**src/rtl/thermZonePkg.sv**
```systemverilog
package thermZonePkg;

  typedef enum logic [2:0] {
    ZN_NORMAL = 3'd0,
    ZN_COLD   = 3'd1,
    ZN_COOL   = 3'd2,
    ZN_WARM   = 3'd3,
    ZN_HOT    = 3'd4
  } zone_e;

  // control -> datapath strobes
  typedef struct packed {
    zone_e zone;
    logic  zoneChg;
  } govStrobe_t;

  // bit3 hot, bit2 warm, bit1 cool, bit0 cold
  function automatic logic [3:0] zoneBits(zone_e z);
    case (z)
      ZN_COLD: return 4'b0001;
      ZN_COOL: return 4'b0010;
      ZN_WARM: return 4'b0100;
      ZN_HOT:  return 4'b1000;
      default: return 4'b0000;
    endcase
  endfunction

endpackage

```
**src/rtl/tzCtrl.sv**
```systemverilog
module tzCtrl
  import thermZonePkg::*;
#(
  parameter int DEB_LEN = 3,
  parameter int INT_LEN = 2
) (
  input  logic       clk,
  input  logic       rstN,
  input  zone_e      rawZone,
  input  logic [3:0] maskBits,
  input  logic       flagRdStb,
  output govStrobe_t ctl,
  output logic [3:0] flags,
  output logic       intPulse
);

  localparam int CNT_W = $clog2(DEB_LEN + 1);
  localparam int INT_W = $clog2(INT_LEN + 1);
  localparam logic [CNT_W:0]   DEB_V = (CNT_W + 1)'(DEB_LEN);
  localparam logic [INT_W-1:0] INT_V = INT_W'(INT_LEN);

  zone_e            zoneQ, candQ;
  logic [CNT_W-1:0] cntQ;
  logic [CNT_W:0]   runLen;
  logic             commit;
  logic [3:0]       flagsQ, setVec, newlySet;
  logic [INT_W-1:0] intCntQ;

  // length of the current run of identical raw samples, this one included
  always_comb begin
    runLen   = (rawZone == candQ) ? ({1'b0, cntQ} + 1'b1) : (CNT_W + 1)'(1);
    commit   = (rawZone != zoneQ) && (runLen >= DEB_V);
    setVec   = commit ? zoneBits(rawZone) : 4'b0000;
    newlySet = setVec & ~flagsQ & ~maskBits;
  end

  always_ff @(posedge clk or negedge rstN) begin
    if (!rstN) begin
      zoneQ <= ZN_NORMAL;
      candQ <= ZN_NORMAL;
      cntQ  <= '0;
    end else begin
      candQ <= rawZone;
      if (commit) zoneQ <= rawZone;
      if (rawZone == zoneQ || commit) cntQ <= '0;
      else                            cntQ <= runLen[CNT_W-1:0];
    end
  end

  always_ff @(posedge clk or negedge rstN) begin
    if (!rstN) begin
      flagsQ  <= '0;
      intCntQ <= '0;
    end else begin
      flagsQ <= (flagRdStb ? 4'b0000 : flagsQ) | setVec;
      if (|newlySet)        intCntQ <= INT_V;
      else if (intCntQ != 0) intCntQ <= intCntQ - 1'b1;
    end
  end

  assign ctl.zone    = zoneQ;
  assign ctl.zoneChg = commit;
  assign flags       = flagsQ;
  assign intPulse    = (intCntQ != '0);

  AST_ZONE_DEBOUNCED: assert property (@(posedge clk) disable iff (!rstN)
    (zoneQ != $past(zoneQ)) |-> ($past(rawZone) == zoneQ));

  AST_INT_FLAGGED: assert property (@(posedge clk) disable iff (!rstN)
    $rose(intPulse) |-> (flagsQ != 4'b0000));

  AST_FLAG_CLEARED: assert property (@(posedge clk) disable iff (!rstN)
    ($past(flagRdStb) && !$past(commit)) |-> (flagsQ == 4'b0000));

endmodule

```
**src/rtl/tzDatapath.sv**
```systemverilog
module tzDatapath
  import thermZonePkg::*;
#(
  parameter  int SEL_W = 2,
  localparam int NSEL  = 1 << SEL_W,
  localparam int CFG_W = 2 * SEL_W + 4
) (
  input  logic             clk,
  input  logic             rstN,
  input  logic             cfgWr,
  input  logic             cfgAddr,
  input  logic [CFG_W-1:0] cfgWdata,
  input  logic             coldCmp,
  input  logic             hotCmp,
  input  logic [NSEL-1:0]  coolCmp,
  input  logic [NSEL-1:0]  warmCmp,
  input  logic             baseTick,
  input  logic             curBelowTerm,
  input  logic             vbatAboveRechg,
  input  logic             cvLoop,
  input  govStrobe_t       ctl,
  output zone_e            rawZone,
  output logic [3:0]       maskBits,
  output logic [3:0]       zoneStat,
  output logic             chgEnable,
  output logic [1:0]       iScale,
  output logic [2:0]       vDrop,
  output logic             tmrTick,
  output logic             chgTerm
);

  localparam logic [CFG_W-1:0] RST0 = {1'b0, 1'b1, 2'b01, SEL_W'(1), SEL_W'(1)};
  localparam logic [6:0]       RST1 = 7'b0000_011;

  logic [CFG_W-1:0] cfg0Q;
  logic [6:0]       cfg1Q;
  logic [SEL_W-1:0] coolSel, warmSel;
  logic [1:0]       coolISet;
  logic [2:0]       warmVSet;
  logic             termEn, tsIgnore, halfMode, halfPhQ;
  zone_e            effZone;

  always_ff @(posedge clk or negedge rstN) begin
    if (!rstN) begin
      cfg0Q <= RST0;
      cfg1Q <= RST1;
    end else if (cfgWr) begin
      if (!cfgAddr) cfg0Q <= cfgWdata;
      else          cfg1Q <= cfgWdata[6:0];
    end
  end

  assign coolSel  = cfg0Q[SEL_W-1:0];
  assign warmSel  = cfg0Q[2*SEL_W-1:SEL_W];
  assign coolISet = cfg0Q[2*SEL_W+1:2*SEL_W];
  assign termEn   = cfg0Q[2*SEL_W+2];
  assign tsIgnore = cfg0Q[2*SEL_W+3];
  assign warmVSet = cfg1Q[2:0];
  assign maskBits = cfg1Q[6:3];

  // raw classification, outer limits take priority
  always_comb begin
    if (tsIgnore)               rawZone = ZN_NORMAL;
    else if (hotCmp)            rawZone = ZN_HOT;
    else if (coldCmp)           rawZone = ZN_COLD;
    else if (warmCmp[warmSel])  rawZone = ZN_WARM;
    else if (coolCmp[coolSel])  rawZone = ZN_COOL;
    else                        rawZone = ZN_NORMAL;
  end

  assign effZone  = tsIgnore ? ZN_NORMAL : ctl.zone;
  assign zoneStat = zoneBits(effZone);

  always_comb begin
    chgEnable = 1'b1;
    iScale    = 2'b11;
    vDrop     = 3'd0;
    case (effZone)
      ZN_COLD, ZN_HOT: begin
        chgEnable = 1'b0;
        iScale    = 2'b00;
      end
      ZN_COOL: begin
        chgEnable = (coolISet != 2'b00);
        iScale    = coolISet;
      end
      ZN_WARM: begin
        chgEnable = (warmVSet != 3'd0);
        iScale    = (warmVSet != 3'd0) ? 2'b11 : 2'b00;
        vDrop     = warmVSet;
      end
      default: ;
    endcase
  end

  assign halfMode = (iScale == 2'b01) || (iScale == 2'b10);

  always_ff @(posedge clk or negedge rstN) begin
    if (!rstN)                     halfPhQ <= 1'b0;
    else if (ctl.zoneChg)          halfPhQ <= 1'b0;
    else if (baseTick && halfMode) halfPhQ <= ~halfPhQ;
  end

  assign tmrTick = baseTick && ((iScale == 2'b11) || (halfMode && halfPhQ));
  assign chgTerm = termEn && chgEnable && curBelowTerm && vbatAboveRechg && cvLoop;

  AST_HALF_RATE: assert property (@(posedge clk) disable iff (!rstN)
    (tmrTick && halfMode && $past(halfMode)) |-> !$past(tmrTick));

  AST_IGNORE_QUIET: assert property (@(posedge clk) disable iff (!rstN)
    $past(tsIgnore) && tsIgnore |-> (zoneStat == 4'b0000) && chgEnable);

endmodule

```
**src/rtl/thermZoneGov.sv**
```systemverilog
module thermZoneGov
  import thermZonePkg::*;
#(
  parameter  int SEL_W   = 2,
  parameter  int DEB_LEN = 3,
  parameter  int INT_LEN = 2,
  localparam int NSEL    = 1 << SEL_W,
  localparam int CFG_W   = 2 * SEL_W + 4
) (
  input  logic             clk,
  input  logic             rstN,
  input  logic             cfgWr,
  input  logic             cfgAddr,
  input  logic [CFG_W-1:0] cfgWdata,
  input  logic             coldCmp,
  input  logic             hotCmp,
  input  logic [NSEL-1:0]  coolCmp,
  input  logic [NSEL-1:0]  warmCmp,
  input  logic             baseTick,
  input  logic             curBelowTerm,
  input  logic             vbatAboveRechg,
  input  logic             cvLoop,
  input  logic             flagRdStb,
  output logic [3:0]       zoneStat,
  output logic [3:0]       flags,
  output logic             intPulse,
  output logic             chgEnable,
  output logic [1:0]       iScale,
  output logic [2:0]       vDrop,
  output logic             tmrTick,
  output logic             chgTerm
);

  govStrobe_t ctl;
  zone_e      rawZone;
  logic [3:0] maskBits;

  tzCtrl #(.DEB_LEN(DEB_LEN), .INT_LEN(INT_LEN)) ctrl_i (
    .clk(clk), .rstN(rstN), .rawZone(rawZone), .maskBits(maskBits),
    .flagRdStb(flagRdStb), .ctl(ctl), .flags(flags), .intPulse(intPulse)
  );

  tzDatapath #(.SEL_W(SEL_W)) dp_i (
    .clk(clk), .rstN(rstN), .cfgWr(cfgWr), .cfgAddr(cfgAddr), .cfgWdata(cfgWdata),
    .coldCmp(coldCmp), .hotCmp(hotCmp), .coolCmp(coolCmp), .warmCmp(warmCmp),
    .baseTick(baseTick), .curBelowTerm(curBelowTerm), .vbatAboveRechg(vbatAboveRechg),
    .cvLoop(cvLoop), .ctl(ctl), .rawZone(rawZone), .maskBits(maskBits),
    .zoneStat(zoneStat), .chgEnable(chgEnable), .iScale(iScale), .vDrop(vDrop),
    .tmrTick(tmrTick), .chgTerm(chgTerm)
  );

  AST_COLDHOT_SUSPEND: assert property (@(posedge clk) disable iff (!rstN)
    (zoneStat[0] || zoneStat[3]) |-> (!chgEnable && !tmrTick));

  AST_WARM_FULL_CURRENT: assert property (@(posedge clk) disable iff (!rstN)
    (zoneStat[2] && chgEnable) |-> (iScale == 2'b11));

  AST_STAT_ONEHOT: assert property (@(posedge clk) disable iff (!rstN)
    $onehot0(zoneStat) && $onehot0(flags & ~flags));

endmodule

```
**config.mk**
```make
export PLATFORM = sky130hd
export DESIGN_NAME = thermZoneGov
export DESIGN_NICKNAME = d
export VERILOG_FILES = /design/src/rtl/thermZonePkg.sv /design/src/rtl/tzCtrl.sv /design/src/rtl/tzDatapath.sv /design/src/rtl/thermZoneGov.sv
export SDC_FILE = /design/constraint.sdc
export NUM_CORES = 1
export LEC_CHECK = 0
export ABC_AREA = 0
export CORE_ASPECT_RATIO = 1.4
export CORE_UTILIZATION = 52
export DETAILED_ROUTE_END_ITERATION = 10
export GPL_TIMING_DRIVEN = 0
export PLACE_DENSITY = 0.85
export SETUP_SLACK_MARGIN = 0.1
export SYNTH_ARGS = -nofsm -noshare
export SYNTH_HDL_FRONTEND = slang
export SYNTH_SLANG_ARGS = --single-unit
```
**constraint.sdc**
```tcl
create_clock -name clk -period 3.6 [get_ports clk]
set_clock_uncertainty 0.1 [all_clocks]
set_input_delay 0.72 -clock clk [delete_from_list [all_inputs] [get_ports clk]]
set_output_delay 0.72 -clock clk [all_outputs]
set_load 0.02 [all_outputs]
```
==> results of run 1 <==
[cell usage after synthesis, types with 2 or more instances]
library cell,n,area (sq um)
a21oi_1,6,30.0
a32o_1,3,30.0
and2_1,3,18.8
buf_2,2,10.0
clkbuf_1,4,15.0
dfrtp_1,24,601
dfstp_2,6,158
ha_1,3,37.5
inv_1,7,26.3
mux2_2,15,169
mux2_4,3,45.0
mux4_2,2,45.0
nand2_1,3,11.3
nand2b_1,5,31.3
nand4_1,2,12.5
nor2_1,11,41.3
nor2b_1,4,25.0
nor3_1,7,35.0
nor3b_1,2,15.0
nor4_1,2,12.5
o21a_1,2,15.0
o21ai_0,2,10.0
o21bai_1,3,22.5
o31ai_1,2,15.0
o32ai_1,2,17.5
xor2_1,2,17.5
[metal layers]
metal | vias up | wire, um | part of all wire [%] | global-route usage (%)
met4 | 0 | 76 | 1.9 | 11.1
met2 | 47 | 2160 | 55 | 50.2
met3 | 9 | 229 | 5.8 | 7.56
met1 | 666 | 1460 | 37 | 27.1
li1 | 638 | - | - | -
met5 | - | 0 | 0 | 0
[worst max path at each step]
stage	from	end	slack [ps]
after global routing	ctrl_i.zoneQ[1]	tmrTick	180
after detailed placement	ctrl_i.zoneQ[1]	tmrTick	420
after global placement	ctrl_i.zoneQ[1]	tmrTick	490
after CTS	ctrl_i.zoneQ[1]	tmrTick	130
after floorplan	ctrl_i.zoneQ[1]	tmrTick	890
final	ctrl_i.zoneQ[1]	tmrTick	260
[report_power, final]
part           leakage (nW)  switching, mW  total [mW]  internal (mW)
Clock                0.0472          0.135       0.289          0.153
Combinational         0.483          0.270       0.531          0.261
Sequential            0.365         0.0695       0.487          0.417
[worst max-delay path, stage by stage, from the launching register on]
cell and delay, ps:
dfrtp_1 540, nand2b_1 190, o21a_1 200, nor2_1 90, o21bai_1 90, ha_1 310, a21oi_1 60, nor2b_1 120
clkdlybuf4s50_1 620
[cells by family (layout without fill, tap and decap cells)]
logic type | count (synthesis) | in the layout | synth area share, %
simple gates | 46 | 46 | 16.0
fa+ha+maj | 3 | 3 | 2.29
flops | 30 | 30 | 46.3
xor+xnor | 2 | 2 | 1.07
mux | 22 | 22 | 17.1
compound gates | 30 | 30 | 14.2
buf+inv | 13 | 62 | 3.13
[state kept, by name, summed over array words and instances (netlist names)]
name and flops:
dp_i.cfg0Q 8, dp_i.cfg1Q 7, ctrl_i.flags 4, ctrl_i.candQ 3
ctrl_i.zoneQ 3, ctrl_i.cntQ 2, ctrl_i.intCntQ 2, dp_i.halfPhQ 1
[repair_timing]
item / CTS / global route
resized for setup: 1 / 0
setup endpoints to repair: 1 / 1
hold buffers: 0 / 0
[through the flow]
stage,instance area (sq um),utilization [%],power (mW),hold slack (ps)
2_1_floorplan,1640,-,0.835,324
3_3_place_gp,2110,71.7,0.992,398
3_5_place_dp,2110,71.7,1.02,408
4_1_cts,2210,75.1,1.32,429
5_1_grt,2200,74.9,1.39,407
6_report,2200,74.9,1.31,354
[final cells by class]
class / instances / area (sq um) / share of cell area, %
tap: 37 / 46.3 / 2.11
clock inverter: 2 / 12.5 / 0.569
multi-input combinational: 103 / 835 / 38.0
clock buffer: 6 / 82.6 / 3.76
timing repair buffer: 42 / 415 / 18.9
buffer: 5 / 21.3 / 0.968
sequential: 30 / 758 / 34.5
inverter: 7 / 26.3 / 1.20
==> impl_metrics.json, run 1 <==
{
  "cts_root_buf": "clkbuf_8",
  "vdd_drop_max_uv": 338,
  "clock_sinks": 30,
  "relSlewSlack_pct": 45.7,
  "min_period_ps": 3340,
  "ant_nets": 0,
  "final_common_cell": "clkdlybuf4s50_1",
  "ys_async_sr_fraction_pct": 100,
  "hold_path_class": "in2async",
  "core_sq_mm": 0.00294,
  "grt_pass1_vias": 1407,
  "cts_tree": "done",
  "maxCapViolCount": 0,
  "setup_viol": 0,
  "syn-instance-count": 146,
  "dp_hpwl_mm": 3.00,
  "finalWirelength_mm": 3.93,
  "final_layout_size_suffix_gt1_share_pct": 22.6,
  "antenna_found_initial": 0,
  "rr_worst_depth": 6,
  "final_cell_mix": "41 x clkdlybuf4s50_1, 24 x dfrtp_1, 15 x mux2_2",
  "num_rows": 23,
  "critPathMaxFanout": 9,
  "io_buffers": 42,
  "ys.flop_type": "dfrtp_1",
  "rsz0062_at_grt": "no",
  "die_w_um": 49.5,
  "via_per_inst": 5.86,
  "tightest_slew_ps": 808,
  "gp_congestion": 0.869,
  "max_freq_mhz": 300,
  "synth-edff-count": 0,
  "critPathArrivalTime_ps": 2520,
  "fillers": 218,
  "timing.rr.end": "ctrl_i.zoneQ[1]",
  "final_max_slew_viol_count": 0,
  "power.density_mw_per_mm2": 595,
  "nNetsFinal": 224,
  "syn_avg_cell_area_sq_um": 11.2,
  "reg2reg_slack_ps": 1030,
  "numCtsBuffers": 5,
  "wl_per_cell_um": 16.9,
  "pre_cts_ws_ps": 425,
  "timing.final.crit_share_pct": 92.7,
  "num_vias": 1360,
  "clock_latency_ps": 290,
  "die_area_sq_mm": 0.00338,
  "grt_use_total_pct": 26.4,
  "dieHeight_um": 68.4,
  "worst-setup-path-type": "reg2out",
  "clock_path_buffers": 2,
  "power.leakage_nw": 0.895,
  "path_clk_slew_ps": 60,
  "grt_max_degree": 31,
  "overflow": 0,
  "grt_pass1_wl_mm": 6.43,
  "crit_required_ps": 2780,
  "first_pass_iters": 4,
  "setup_slack_ps": 262,
  "ys_types": 45,
  "ios": 44,
  "cts-htree-levels": 2,
  "antenna_cells": 0,
  "final.setup.tns_ps": 0,
  "dr.first_iter.drc_count": 21,
  "syn_area_sq_mm": 0.00164,
  "worst_setup_path_start_kind": "flip-flop",
  "synth-seq-cells": 30,
  "yosysWarningCount": 0,
  "drc": 0,
  "areaGrowthSynthToFinish_pct": 34.0,
  "end_kind": "output port",
  "instances_no_fill": 232,
  "r2r_start": "dp_i.cfg0Q[0]",
  "yosysSeqAreaShare_pct": 46.3,
  "syn_nets": 176,
  "start_util_pct": 55.8,
  "status": "finished, final reports clean",
  "hold_violations": 0,
  "placedCellCount": 225,
  "post_cts_buffers": 0
}
No activity file was read; power rests on OpenSTA's default activity.
==> run 2, diff against run 1 <==
MAX_ROUTING_LAYER = met4   (was default)
PLACE_DENSITY = 0.95   (was 0.85)
==> impl_metrics.json, run 2 (synthesis results as in run 1) <==
{
  "die_area_sq_mm": 0.00338,
  "critPathLaunch": "ctrl_i.zoneQ[2]",
  "slowest_stage": "clkdlybuf4s50_1",
  "wl_per_cell_um": 19.4,
  "max_freq_mhz": 315,
  "clock_latency_ps": 290,
  "num_rows": 23,
  "num_vias": 1407,
  "cts_root_buf": "clkbuf_8",
  "antenna_found_initial": 0,
  "gp_congestion": 0.843,
  "status": "finished, final reports clean",
  "postCtsHoldBufs": 0,
  "hold_ws_ps": 353,
  "fillers": 191,
  "start_util_pct": 55.8,
  "setup_slack_ps": 427,
  "grt_max_degree": 31,
  "post_cts_buffers": 0,
  "via_per_inst": 6.06,
  "clock_sinks": 30,
  "maxCapViolCount": 0,
  "final_cell_mix": "40 x clkdlybuf4s50_1, 23 x dfrtp_1, 15 x mux2_2",
  "worst_setup_path_start_kind": "flip-flop",
  "vdd_drop_max_uv": 391,
  "grt_pass1_vias": 1478,
  "setup_viol": 0,
  "dieHeight_um": 68.4,
  "final.setup.tns_ps": 0,
  "instances_no_fill": 232,
  "finalWirelength_mm": 4.49,
  "crit_family": "simple AND/OR/NAND/NOR gates",
  "dp_hpwl_mm": 3.18,
  "io_buffers": 42,
  "grt_use_total_pct": 30.0,
  "ant_nets": 0,
  "antenna_cells": 0,
  "cp_cell_sequence": "nand2b_1 > or3_1 > a21oi_1 > o21bai_1 > nor2b_1 > clkdlybuf4s50_1",
  "critPathMaxFanout": 7,
  "r2r_start": "dp_i.cfg0Q[0]",
  "power.density_mw_per_mm2": 606,
  "tightest_slew_ps": 1050,
  "cts_tree": "done",
  "die_w_um": 49.5,
  "drc": 0,
  "cts-htree-levels": 2,
  "largest_reg_flops": 8,
  "core_sq_mm": 0.00294,
  "pre_cts_ws_ps": 330,
  "overflow": 0,
  "ios": 44,
  "grt_pass1_wl_mm": 6.93,
  "path_clk_slew_ps": 60,
  "path_buf_inv": 1,
  "hold_path_class": "in2async",
  "max_stage_delay_ps": 530,
  "min_period_ps": 3170,
  "regMostFlops": "dp_i.cfg0Q",
  "power.leakage_nw": 0.903,
  "dr.first_iter.drc_count": 60,
  "critPathArrivalTime_ps": 2350,
  "first_pass_iters": 4,
  "post-route-util_pct": 75.0,
  "place_area_sq_mm": 0.00211,
  "areaGrowthSynthToFinish_pct": 34.4,
  "end_kind": "output port",
  "final_max_slew_viol_count": 0,
  "worst-setup-path-type": "reg2out",
  "hold_violations": 0,
  "final_layout_size_suffix_gt1_share_pct": 22.1,
  "clock_path_buffers": 2,
  "rsz0062_at_grt": "no",
  "timing.final.crit_share_pct": 88.1,
  "nNetsFinal": 224,
  "final_common_cell": "clkdlybuf4s50_1",
  "crit_required_ps": 2780,
  "relSlewSlack_pct": 29.4,
  "numCtsBuffers": 5,
  "design_area_sq_mm": 0.00220,
  "power_mw": 1.33,
  "placedCellCount": 225
}
run 2: metal layers:
| layer | GRT usage [%] | vias up | wire length, um |
|---|---|---|---|
| li1 | - | 634 | - |
| met1 | 27.8 | 673 | 1620 |
| met2 | 56.0 | 76 | 2430 |
| met3 | 6.89 | 24 | 231 |
| met4 | 18.2 | 0 | 204 |
| met5 | - | - | 0 |
run 2: worst paths after layout:
path,to,cells past startpoint,slack [ps]
setup / recovery,chgTerm,6,430
hold / removal,dp_i.halfPhQ,1,350
setup reg to reg,ctrl_i.zoneQ[1],6,1000
hold reg to reg,dp_i.cfg1Q[4],1,410
max in group asynchronous,ctrl_i.zoneQ[1],1,2570
min in group clk,dp_i.cfg1Q[4],1,410
run 2: what timing repair did:
action | 4_1_cts | 5_1_grt
setup endpoints to repair | 1 | 1
cloned | 0 | 0
resized for setup | 1 | 3
pin swaps | 0 | 0
run 2: power breakdown:
part / total, mW / switching, mW / internal, mW
Clock: 0.283 / 0.127 / 0.156
Sequential: 0.490 / 0.0721 / 0.418
Combinational: 0.561 / 0.297 / 0.264
run 2: cell type report:
| type | instances | area, sq um | area share [%] |
|---|---|---|---|
| Sequential cell | 30 | 759 | 34.5 |
| Timing Repair Buffer | 42 | 418 | 19.0 |
| Buffer | 5 | 21.3 | 0.966 |
| Multi-Input combinational cell | 103 | 841 | 38.2 |
| Inverter | 7 | 26.3 | 1.19 |
| Clock buffer | 8 | 90.1 | 4.09 |
| Tap cell | 37 | 46.3 | 2.10 |
==> run 3, diff against run 2 <==
CORE_UTILIZATION = 48   (was 52)
PLACE_DENSITY = 0.89   (was 0.95)
clock period = 3.5 ns   (was 3.6 ns; I/O delays follow)
==> impl_metrics.json, run 3 (synthesis results as in run 1) <==
{
  "die_w_um": 51.4,
  "design_area_sq_mm": 0.00219,
  "start_util_pct": 51.5,
  "p_switching_uw": 478,
  "crit_required_ps": 2700,
  "timing.final.crit_share_pct": 88.1,
  "end_kind": "output port",
  "die_area_sq_mm": 0.00366,
  "grt_max_degree": 31,
  "areaGrowthSynthToFinish_pct": 33.7,
  "io_buffers": 42,
  "critPathArrivalTime_ps": 2280,
  "cts-htree-levels": 2,
  "p_sw_share_pct": 36.2,
  "clock_sinks": 30,
  "clock_latency_ps": 290,
  "clock_path_buffers": 2,
  "worst-setup-path-type": "reg2out",
  "power.density_mw_per_mm2": 602,
  "numCtsBuffers": 5,
  "placedCellCount": 227,
  "instances_no_fill": 235,
  "cts_root_buf": "clkbuf_8",
  "power_frac_clock_pct": 20.1,
  "ant_nets": 0,
  "dp_hpwl_mm": 2.98,
  "nNetsFinal": 225,
  "internal-power_uw": 842,
  "rsz0062_at_grt": "no",
  "grt_pass1_vias": 1401,
  "place_area_sq_mm": 0.00211,
  "cts_tree": "done",
  "gp_congestion": 0.926,
  "tightest_slew_ps": 831,
  "final_common_cell": "clkdlybuf4s50_1",
  "vdd_drop_max_uv": 390,
  "combPwrFrac_pct": 43.1,
  "setup_slack_ps": 417,
  "via_per_inst": 5.86,
  "final_layout_size_suffix_gt1_share_pct": 21.4,
  "core_sq_mm": 0.00318,
  "status": "finished, final reports clean",
  "grt_pass1_wl_mm": 6.44,
  "pre_cts_ws_ps": 337,
  "dr.first_iter.drc_count": 34,
  "regMostFlops": "dp_i.cfg0Q",
  "post_cts_buffers": 0,
  "setup_viol": 0,
  "min_period_ps": 3080,
  "overflow": 0,
  "final_cell_mix": "40 x clkdlybuf4s50_1, 24 x dfrtp_1, 15 x mux2_2",
  "relSlewSlack_pct": 44.1,
  "power_mw": 1.32,
  "largest_reg_flops": 8,
  "grt_use_total_pct": 25.1,
  "hold_path_class": "in2async",
  "seq_power_share_pct": 36.8,
  "wl_per_cell_um": 16.8,
  "num_vias": 1378,
  "num_rows": 24,
  "path_clk_slew_ps": 60,
  "final_max_slew_viol_count": 0,
  "critPathMaxFanout": 7,
  "finalWirelength_mm": 3.95,
  "antenna_cells": 0,
  "antenna_found_initial": 0,
  "maxCapViolCount": 0,
  "first_pass_iters": 4,
  "worst_setup_path_start_kind": "flip-flop",
  "dieHeight_um": 71.1,
  "hold_violations": 0,
  "final.setup.tns_ps": 0,
  "drc": 0,
  "max_freq_mhz": 324,
  "power.leakage_nw": 0.904,
  "ios": 44
}
run 3: power by group through the flow:
stage,Clock (mW),Combinational [mW],Sequential [mW]
2_1_floorplan,0,0.380,0.479
3_3_place_gp,0,0.533,0.485
3_5_place_dp,0,0.562,0.492
4_1_cts,0.272,0.568,0.486
5_1_grt,0.286,0.621,0.497
6_report,0.266,0.569,0.486
run 3: cell type report:
cell class | instances | area, sq um
fill | 244 | 991
multi-input combinational | 103 | 835
sequential | 30 | 758
timing repair buffer | 42 | 418
clock buffer | 8 | 80.1
tap | 39 | 48.8
inverter | 7 | 26.3
buffer | 6 | 26.3
run 3: critical path, stage by stage, from the launching register on:
cell and delay [ps]:
dfrtp_1 450, nand2b_1 250, or3_1 350, a21oi_1 150, o21bai_1 100, nor2b_1 160, clkdlybuf4s50_1 530
run 3: worst paths after layout:
check,startpoint,to,slack (ps),cells past startpoint
setup reg to reg,dp_i.cfg0Q[2],ctrl_i.intCntQ[1],930,6
hold reg to reg,dp_i.cfg1Q[5],dp_i.cfg1Q[5],420,1
min in group clk,dp_i.cfg1Q[5],dp_i.cfg1Q[5],420,1
setup / recovery,ctrl_i.zoneQ[2],chgTerm,420,6
max in group asynchronous,rstN,dp_i.cfg0Q[1],2530,1
hold / removal,rstN,ctrl_i.candQ[1],340,1
run 3: per-stage QoR:
step | util (%) | hold slack [ps]
3_3_place_gp | 66.2 | 396
5_1_grt | 68.9 | 392
4_1_cts | 68.9 | 413
2_1_floorplan | - | 304
3_5_place_dp | 66.2 | 399
6_report | 68.9 | 342
run 3: routing by layer:
| metal | part of all wire (%) | global-route usage, % |
|---|---|---|
| met1 | 38 | 26.7 |
| met2 | 55 | 40.5 |
| met3 | 4.1 | 7.53 |
| met4 | 2.3 | 14.1 |
| met5 | 0 | - |
run 3: what timing repair did:
| item | in CTS | in global routing |
|---|---|---|
| hold buffers | 0 | 0 |
| gates resized for setup | 2 | 1 |
| setup endpoints to repair | 1 | 1 |
| pin swaps | 0 | 0 |
